==> src/rtl/msi_pkg.sv <==
package msi_pkg;
    typedef enum logic [1:0] {
        LN_INV = 2'd0,
        LN_SHR = 2'd1,
        LN_EXC = 2'd2
    } line_st_e;

    typedef enum logic [1:0] {
        BC_NONE   = 2'b00,
        BC_RDMISS = 2'b01,
        BC_WRMISS = 2'b10,
        BC_WRBACK = 2'b11
    } bus_cmd_e;

    typedef enum logic [1:0] {
        CS_IDLE,
        CS_WB,
        CS_MISS,
        CS_RESP
    } cpu_st_e;
endpackage

==> src/rtl/msi_line_store.sv <==
module msi_line_store
    import msi_pkg::*;
#(
    parameter int IDX_W  = 2,
    parameter int TAG_W  = 6,
    parameter int DATA_W = 8
) (
    input  logic              clk,
    input  logic              rst_n,
    input  logic [IDX_W-1:0]  a_idx,
    output line_st_e          a_state,
    output logic [TAG_W-1:0]  a_tag,
    output logic [DATA_W-1:0] a_data,
    input  logic [IDX_W-1:0]  b_idx,
    output line_st_e          b_state,
    output logic [TAG_W-1:0]  b_tag,
    output logic [DATA_W-1:0] b_data,
    input  logic              wr_en,
    input  logic [IDX_W-1:0]  wr_idx,
    input  line_st_e          wr_state,
    input  logic [TAG_W-1:0]  wr_tag,
    input  logic              wr_data_en,
    input  logic [DATA_W-1:0] wr_data
);
    localparam int NLINES = 1 << IDX_W;

    line_st_e          st_q   [NLINES];
    logic [TAG_W-1:0]  tag_q  [NLINES];
    logic [DATA_W-1:0] data_q [NLINES];

    always_ff @(posedge clk) begin
        if (!rst_n) begin
            for (int i = 0; i < NLINES; i++) st_q[i] <= LN_INV;
        end else if (wr_en) begin
            st_q[wr_idx] <= wr_state;
        end
    end

    always_ff @(posedge clk) begin
        if (wr_en) begin
            tag_q[wr_idx] <= wr_tag;
            if (wr_data_en) data_q[wr_idx] <= wr_data;
        end
    end

    assign a_state = st_q[a_idx];
    assign a_tag   = tag_q[a_idx];
    assign a_data  = data_q[a_idx];
    assign b_state = st_q[b_idx];
    assign b_tag   = tag_q[b_idx];
    assign b_data  = data_q[b_idx];
endmodule

==> src/rtl/msi_snoop_unit.sv <==
module msi_snoop_unit
    import msi_pkg::*;
#(
    parameter int TAG_W  = 6,
    parameter int DATA_W = 8
) (
    input  logic              clk,
    input  logic              rst_n,
    input  bus_cmd_e          snp_cmd,
    input  logic [TAG_W-1:0]  snp_tag,
    input  line_st_e          line_state,
    input  logic [TAG_W-1:0]  line_tag,
    input  logic [DATA_W-1:0] line_data,
    output logic              snp_act,
    output logic              upd_en,
    output line_st_e          upd_state,
    output logic              flush_o,
    output logic [DATA_W-1:0] flush_data_o
);
    logic snp_hit;
    logic flush_n;

    assign snp_act = (snp_cmd == BC_RDMISS) || (snp_cmd == BC_WRMISS);
    assign snp_hit = snp_act && (line_state != LN_INV) && (line_tag == snp_tag);

    always_comb begin
        upd_en    = 1'b0;
        upd_state = line_state;
        flush_n   = 1'b0;
        if (snp_hit) begin
            unique case (line_state)
                LN_EXC: begin
                    flush_n   = 1'b1;
                    upd_en    = 1'b1;
                    upd_state = (snp_cmd == BC_RDMISS) ? LN_SHR : LN_INV;
                end
                LN_SHR: begin
                    if (snp_cmd == BC_WRMISS) begin
                        upd_en    = 1'b1;
                        upd_state = LN_INV;
                    end
                end
                default: ;
            endcase
        end
    end

    always_ff @(posedge clk) begin
        if (!rst_n) begin
            flush_o      <= 1'b0;
            flush_data_o <= '0;
        end else begin
            flush_o      <= flush_n;
            flush_data_o <= flush_n ? line_data : '0;
        end
    end
endmodule

==> src/rtl/msi_cpu_fsm.sv <==
module msi_cpu_fsm
    import msi_pkg::*;
#(
    parameter int ADDR_W = 8,
    parameter int IDX_W  = 2,
    parameter int DATA_W = 8
) (
    input  logic                    clk,
    input  logic                    rst_n,
    input  logic                    cpu_req,
    input  logic                    cpu_we,
    input  logic [ADDR_W-1:0]       cpu_addr,
    input  logic [DATA_W-1:0]       cpu_wdata,
    output logic                    cpu_done,
    output logic [DATA_W-1:0]       cpu_rdata,
    input  line_st_e                line_state,
    input  logic [ADDR_W-IDX_W-1:0] line_tag,
    input  logic [DATA_W-1:0]       line_data,
    input  logic                    snp_act,
    input  logic [ADDR_W-1:0]       snp_addr,
    output logic                    bus_req,
    input  logic                    bus_gnt,
    output bus_cmd_e                bus_cmd,
    output logic [ADDR_W-1:0]       bus_addr,
    output logic [DATA_W-1:0]       bus_data,
    input  logic [DATA_W-1:0]       bus_rdata,
    output logic                    lw_en,
    output line_st_e                lw_state,
    output logic [ADDR_W-IDX_W-1:0] lw_tag,
    output logic                    lw_data_en,
    output logic [DATA_W-1:0]       lw_data
);
    localparam int TAG_W = ADDR_W - IDX_W;

    cpu_st_e           st_q, st_n;
    logic              rd_en;
    logic [DATA_W-1:0] rd_n;
    logic [TAG_W-1:0]  req_tag;
    logic [ADDR_W-1:0] victim_addr;
    logic              tag_eq, rd_hit, wr_hit, victim_dirty, pend_snp;

    assign req_tag      = cpu_addr[ADDR_W-1:IDX_W];
    assign tag_eq       = (line_tag == req_tag);
    assign victim_addr  = {line_tag, cpu_addr[IDX_W-1:0]};
    assign rd_hit       = (line_state != LN_INV) && tag_eq;
    assign wr_hit       = (line_state == LN_EXC) && tag_eq;
    assign victim_dirty = (line_state == LN_EXC) && !tag_eq;
    assign pend_snp     = snp_act &&
                          (snp_addr == ((st_q == CS_WB) ? victim_addr : cpu_addr));

    always_ff @(posedge clk) begin
        if (!rst_n) begin
            st_q      <= CS_IDLE;
            cpu_rdata <= '0;
        end else begin
            st_q <= st_n;
            if (rd_en) cpu_rdata <= rd_n;
        end
    end

    always_comb begin
        st_n       = st_q;
        bus_req    = 1'b0;
        bus_cmd    = BC_NONE;
        bus_addr   = '0;
        bus_data   = '0;
        lw_en      = 1'b0;
        lw_state   = line_state;
        lw_tag     = line_tag;
        lw_data_en = 1'b0;
        lw_data    = cpu_wdata;
        rd_en      = 1'b0;
        rd_n       = line_data;
        unique case (st_q)
            CS_IDLE: begin
                if (cpu_req && !snp_act) begin
                    if (cpu_we ? wr_hit : rd_hit) begin
                        st_n  = CS_RESP;
                        rd_en = 1'b1;
                        if (cpu_we) begin
                            rd_n       = cpu_wdata;
                            lw_en      = 1'b1;
                            lw_state   = LN_EXC;
                            lw_tag     = req_tag;
                            lw_data_en = 1'b1;
                        end
                    end else if (victim_dirty) begin
                        st_n = CS_WB;
                    end else begin
                        st_n = CS_MISS;
                    end
                end
            end
            CS_WB: begin
                bus_req = 1'b1;
                if (pend_snp) begin
                    st_n = CS_IDLE;
                end else if (bus_gnt && !snp_act) begin
                    bus_cmd  = BC_WRBACK;
                    bus_addr = victim_addr;
                    bus_data = line_data;
                    lw_en    = 1'b1;
                    lw_state = LN_INV;
                    st_n     = CS_MISS;
                end
            end
            CS_MISS: begin
                bus_req = 1'b1;
                if (pend_snp) begin
                    st_n = CS_IDLE;
                end else if (bus_gnt && !snp_act) begin
                    bus_cmd    = cpu_we ? BC_WRMISS : BC_RDMISS;
                    bus_addr   = cpu_addr;
                    lw_en      = 1'b1;
                    lw_state   = cpu_we ? LN_EXC : LN_SHR;
                    lw_tag     = req_tag;
                    lw_data_en = 1'b1;
                    lw_data    = cpu_we ? cpu_wdata : bus_rdata;
                    rd_en      = 1'b1;
                    rd_n       = cpu_we ? cpu_wdata : bus_rdata;
                    st_n       = CS_RESP;
                end
            end
            CS_RESP: begin
                st_n = CS_IDLE;
            end
        endcase
    end

    assign cpu_done = (st_q == CS_RESP);
endmodule

==> src/rtl/msi_snoop_ctrl.sv <==
module msi_snoop_ctrl
    import msi_pkg::*;
#(
    parameter int ADDR_W = 8,
    parameter int IDX_W  = 2,
    parameter int DATA_W = 8
) (
    input  logic              clk,
    input  logic              rst_n,
    input  logic              cpu_req_i,
    input  logic              cpu_we_i,
    input  logic [ADDR_W-1:0] cpu_addr_i,
    input  logic [DATA_W-1:0] cpu_wdata_i,
    output logic              cpu_done_o,
    output logic [DATA_W-1:0] cpu_rdata_o,
    output logic              bus_req_o,
    input  logic              bus_gnt_i,
    output logic [1:0]        bus_cmd_o,
    output logic [ADDR_W-1:0] bus_addr_o,
    output logic [DATA_W-1:0] bus_data_o,
    input  logic [DATA_W-1:0] bus_rdata_i,
    input  logic [1:0]        snp_cmd_i,
    input  logic [ADDR_W-1:0] snp_addr_i,
    output logic              snp_flush_o,
    output logic [DATA_W-1:0] snp_flush_data_o
);
    localparam int TAG_W = ADDR_W - IDX_W;

    line_st_e          a_state, b_state, cpu_lw_state, snp_upd_state, wr_state;
    logic [TAG_W-1:0]  a_tag, b_tag, cpu_lw_tag, wr_tag;
    logic [DATA_W-1:0] a_data, b_data, cpu_lw_data;
    logic              cpu_lw_en, cpu_lw_data_en, snp_upd_en, snp_act;
    logic              wr_en, wr_data_en;
    logic [IDX_W-1:0]  wr_idx;
    bus_cmd_e          bus_cmd;

    assign wr_en      = snp_upd_en | cpu_lw_en;
    assign wr_idx     = snp_upd_en ? snp_addr_i[IDX_W-1:0] : cpu_addr_i[IDX_W-1:0];
    assign wr_state   = snp_upd_en ? snp_upd_state : cpu_lw_state;
    assign wr_tag     = snp_upd_en ? b_tag : cpu_lw_tag;
    assign wr_data_en = !snp_upd_en && cpu_lw_data_en;
    assign bus_cmd_o  = bus_cmd;

    msi_line_store #(.IDX_W(IDX_W), .TAG_W(TAG_W), .DATA_W(DATA_W)) store_i (
        .clk        (clk),
        .rst_n      (rst_n),
        .a_idx      (cpu_addr_i[IDX_W-1:0]),
        .a_state    (a_state),
        .a_tag      (a_tag),
        .a_data     (a_data),
        .b_idx      (snp_addr_i[IDX_W-1:0]),
        .b_state    (b_state),
        .b_tag      (b_tag),
        .b_data     (b_data),
        .wr_en      (wr_en),
        .wr_idx     (wr_idx),
        .wr_state   (wr_state),
        .wr_tag     (wr_tag),
        .wr_data_en (wr_data_en),
        .wr_data    (cpu_lw_data)
    );

    msi_snoop_unit #(.TAG_W(TAG_W), .DATA_W(DATA_W)) snoop_i (
        .clk          (clk),
        .rst_n        (rst_n),
        .snp_cmd      (bus_cmd_e'(snp_cmd_i)),
        .snp_tag      (snp_addr_i[ADDR_W-1:IDX_W]),
        .line_state   (b_state),
        .line_tag     (b_tag),
        .line_data    (b_data),
        .snp_act      (snp_act),
        .upd_en       (snp_upd_en),
        .upd_state    (snp_upd_state),
        .flush_o      (snp_flush_o),
        .flush_data_o (snp_flush_data_o)
    );

    msi_cpu_fsm #(.ADDR_W(ADDR_W), .IDX_W(IDX_W), .DATA_W(DATA_W)) fsm_i (
        .clk        (clk),
        .rst_n      (rst_n),
        .cpu_req    (cpu_req_i),
        .cpu_we     (cpu_we_i),
        .cpu_addr   (cpu_addr_i),
        .cpu_wdata  (cpu_wdata_i),
        .cpu_done   (cpu_done_o),
        .cpu_rdata  (cpu_rdata_o),
        .line_state (a_state),
        .line_tag   (a_tag),
        .line_data  (a_data),
        .snp_act    (snp_act),
        .snp_addr   (snp_addr_i),
        .bus_req    (bus_req_o),
        .bus_gnt    (bus_gnt_i),
        .bus_cmd    (bus_cmd),
        .bus_addr   (bus_addr_o),
        .bus_data   (bus_data_o),
        .bus_rdata  (bus_rdata_i),
        .lw_en      (cpu_lw_en),
        .lw_state   (cpu_lw_state),
        .lw_tag     (cpu_lw_tag),
        .lw_data_en (cpu_lw_data_en),
        .lw_data    (cpu_lw_data)
    );
endmodule

==> config.mk <==
export PLATFORM = sky130hd
export DESIGN_NAME = msi_snoop_ctrl
export DESIGN_NICKNAME = d
export VERILOG_FILES = /design/src/rtl/msi_pkg.sv /design/src/rtl/msi_line_store.sv /design/src/rtl/msi_snoop_unit.sv /design/src/rtl/msi_cpu_fsm.sv /design/src/rtl/msi_snoop_ctrl.sv
export SDC_FILE = /design/constraint.sdc
export NUM_CORES = 1
export LEC_CHECK = 0
export CAP_MARGIN = 20
export CORE_MARGIN = 4
export CORE_UTILIZATION = 24
export CTS_BUF_LIST = sky130_fd_sc_hd__clkbuf_4
export CTS_CLUSTER_SIZE = 30
export DETAILED_ROUTE_END_ITERATION = 7
export DONT_BUFFER_PORTS = 1
export HOLD_SLACK_MARGIN = 0.1
export PLACE_DENSITY = 0.35
export SLEW_MARGIN = 10
export SYNTH_ARGS = -nofsm -noshare
export SYNTH_HDL_FRONTEND = slang
export SYNTH_SLANG_ARGS = --single-unit
==> constraint.sdc <==
create_clock -name clk -period 4.5 [get_ports clk]
set_input_delay 0.45 -clock clk [delete_from_list [all_inputs] [get_ports clk]]
set_output_delay 0.45 -clock clk [all_outputs]
set_load 0.005 [all_outputs]
==> results.json <==
{
  "postCtsResizedCells": 0,
  "global_route_wire_length_before_repair_um": 22700,
  "yosys.area.top_type": "edfxtp_1",
  "clock_root_buffer_master": "clkbuf_4",
  "yosysWarningCount": 0,
  "worst_r2r_path_depth": 7,
  "critical_path.reg2reg.startpoint": "store_i.tag_q[3][0]",
  "post_route_standard_cell_area_excluding_fillers_um2": 5360,
  "cell_area_after_synthesis_um2": 4950,
  "boundaryPins": 76,
  "grt_antenna_before_repair": 1,
  "final_max_slew_viol_count": 0,
  "route.detailed.drc": 0,
  "route.detailed.wl_per_inst_um": 22.7,
  "post_cts_hold_buffer_count": 1,
  "postCtsSetupRepairBufs": 0,
  "finish.net_count": 468,
  "numPortBuffers": 0,
  "fmax_mhz": 285,
  "static_leakage_power_nw": 1.79,
  "die-width_um": 152,
  "share_of_layout_cells_above_drive_strength_1_pct": 15.3,
  "syn_inst": 426,
  "setup_viol": 0,
  "cts_sink_count": 83,
  "detailroute.via_count": 3525,
  "power.density_cell_area_nw_per_um2": 342,
  "setup-tns-final_ns": 0,
  "rsz0062_at_grt": "false",
  "share_of_flip_flops_with_an_asynchronous_set_or_reset_after_synthesis_pct": 0,
  "drt_wl_total_um": 15800,
  "mappedNetlistNets": 474,
  "run_status": "finished, final reports clean",
  "final-hold-violation-count": 0,
  "cp-end-kind": "flip-flop",
  "synthMuxAreaShare_pct": 17.4,
  "netlist_top_cells_area": "edfxtp_1 (39%), mux4_2 (14%), dfxtp_1 (7.7%), nand2_1 (3.8%), nor2b_1 (3.7%)",
  "number_of_vias_per_cell": 5.06,
  "synth-edff-count": 64,
  "antenna_violating_nets_post_route": 0,
  "cp-startpoint": "store_i.tag_q[3][0]",
  "cts_inserted_buffers": 9,
  "multi_input_area_um2": 2470,
  "minimum_clock_period_after_layout_ns": 3.51,
  "ir_worst_vdd_mv": 0.113,
  "critical_path.reg2reg.endpoint": "store_i.data_q[1][7]",
  "grt_overflow": 0,
  "cts_tree": "yes",
  "cts_max_path_buffers": 2,
  "synth.distinct_cells": 53,
  "totalPowerFinal_mw": 1.83,
  "insertion_delay_ns": 0.46,
  "total_global_route_track_usage_pct": 13.7,
  "combinational_family_with_the_most_area_after_synthesis": "multiplexers",
  "cp.arrival_ns": 3.61,
  "ys_seq_area_share_pct": 46.5,
  "register_area_um2": 2300,
  "fp-row-count": 52,
  "yosys_register_bits": 83,
  "worst_hold_path_type": "primary input to flip-flop",
  "worstPathMaxFanout": 10,
  "fillerInstances": 2108,
  "synth-xor-area-share_pct": 3.89,
  "pin_count_of_the_biggest_net_entering_global_routing": 31,
  "fp.coreArea_um2": 20200,
  "critical_path_required_ns": 4.60,
  "yosys.area_share.simple_pct": 14.6,
  "worst_slew_pin_slew_ns": 0.812,
  "synth-compound-area-share_pct": 11.7,
  "start_util_pct": 24.5,
  "place_hpwl_um": 11300,
  "first_global_vias": 3505,
  "relSlewSlack_pct": 45.5,
  "adder_cell_share_of_the_synthesized_area_pct": 2.28,
  "syn_to_final_growth_pct": 8.24,
  "die_outline_area_um2": 23000,
  "cts-htree-levels": 3,
  "placed_cell_area_um2": 5210,
  "gp_congestion": 0.777,
  "cap_viol_max_count": 0,
  "die-height_um": 152,
  "fin_hold_ws_ns": 0.140,
  "startpoint_type": "flip-flop",
  "drt_iter0_drc": 236,
  "endpoint": "store_i.data_q[1][7]",
  "synthFlopType": "edfxtp_1",
  "drtPass1Iterations": 6,
  "syn_avg_cell_area_um2": 11.6,
  "critical_path_class": "flip-flop to flip-flop",
  "synthDominantCellAreaShare_pct": 38.8,
  "utilization_pct": 26.5,
  "clock-skew-final_ns": 0.0200,
  "timing.reg2reg.setup_slack_ns": 0.99,
  "fin_crit_sh_pct": 78.1,
  "cts.reportedPaths.clkPinSlew_ns": 0.15
}
cell usage after synthesis (8+ instances only):
| library cell | instances |
|---|---|
| nand2_1 | 50 |
| nand3_1 | 8 |
| mux2i_1 | 15 |
| dfxtp_1 | 19 |
| xnor2_1 | 16 |
| ha_1 | 9 |
| inv_1 | 14 |
| a21oi_1 | 18 |
| edfxtp_1 | 64 |
| nor2b_1 | 29 |
| a221oi_1 | 10 |
| nor2_1 | 25 |
| clkbuf_1 | 13 |
| mux4_2 | 31 |
| nand2b_1 | 10 |
| o21ai_0 | 14 |
through the flow:
step	worst slack [ns]	instances
after floorplan	0.719	426
after global placement	1.06	677
after detailed placement	0.861	677
after CTS	0.930	694
after global routing	0.811	696
final	0.988	696
cell families (layout without fill, tap and decap cells):
group,after synthesis,count (layout)
compound gates,81,81
xor+xnor,22,22
buf+inv,40,39
mux,47,47
fa+ha+maj,9,9
other cells,0,1
flops,83,83
simple gates,144,144
critical path, cell delays in order, from the launching register on:
cell and delay (ns):
edfxtp_1 0.43, mux4_2 0.53, xnor2_1 0.17, nand4_1 0.23, or4b_4 0.57, a21o_1 0.30
or2_4 0.29, nor2_1 0.62
where the power goes:
| group | leakage (nW) | internal (mW) | total (mW) | switching, mW |
|---|---|---|---|---|
| logic | 0.981 | 0.201 | 0.515 | 0.314 |
| registers | 0.741 | 0.873 | 0.894 | 0.0205 |
| clock network | 0.0696 | 0.127 | 0.422 | 0.294 |
sequential cells by signal, indices dropped and copies added (netlist names):
signal                cells
fsm_i.cpu_rdata           8
snoop_i.flush_o           1
snoop_i.flush_data_o      8
store_i.tag_q            24
store_i.st_q              8
fsm_i.st_q                2
store_i.data_q           32
cell type report:
type                    count  area share (%)
repair buffers              9            1.31
clock inverters             6           0.888
flip-flops and latches     83            43.0
inverters                  14           0.981
well taps                 270            6.31
multi-input cells         303            46.1
clock buffers              10            1.40
diodes                      1          0.0467
worst min-delay path by stage:
stage,to,start,slack (ns),cells past startpoint
floorplan,fsm_i.st_q[1],fsm_i.st_q[1],0.47,2
global placement,fsm_i.st_q[1],fsm_i.st_q[1],0.51,2
detailed placement,fsm_i.st_q[1],fsm_i.st_q[1],0.50,2
CTS,fsm_i.cpu_rdata[5],rst_n,0.10,2
global route,fsm_i.cpu_rdata[5],rst_n,0.13,2
finish,fsm_i.cpu_rdata[5],rst_n,0.14,2
placed cells by master (no fill, tap or decap), drive strengths merged, types with 8 or more instances in the layout:
| master | Yosys | routed |
|---|---|---|
| edfxtp | 64 | 64 |
| nand2 | 50 | 50 |
| mux4 | 31 | 31 |
| nor2b | 29 | 29 |
| nor2 | 25 | 25 |
| dfxtp | 19 | 19 |
| a21oi | 19 | 19 |
| inv | 14 | 18 |
| xnor2 | 16 | 16 |
| mux2i | 15 | 15 |
| o21ai | 14 | 14 |
| nand2b | 10 | 10 |
| a221oi | 10 | 10 |
| clkbuf | 13 | 10 |
| ha | 9 | 9 |
| nand3 | 8 | 8 |
| buf | 13 | 8 |
routing by layer:
layer | up-vias | global-route usage [%] | wire length (µm)
met5 | - | 0 | 0
met1 | 1827 | 17.7 | 6950
met2 | 84 | 23.1 | 7780
met3 | 3 | 3.66 | 1030
met4 | 0 | 3.37 | 59
li1 | 1611 | - | -
Power figures use the tool's default switching activity.
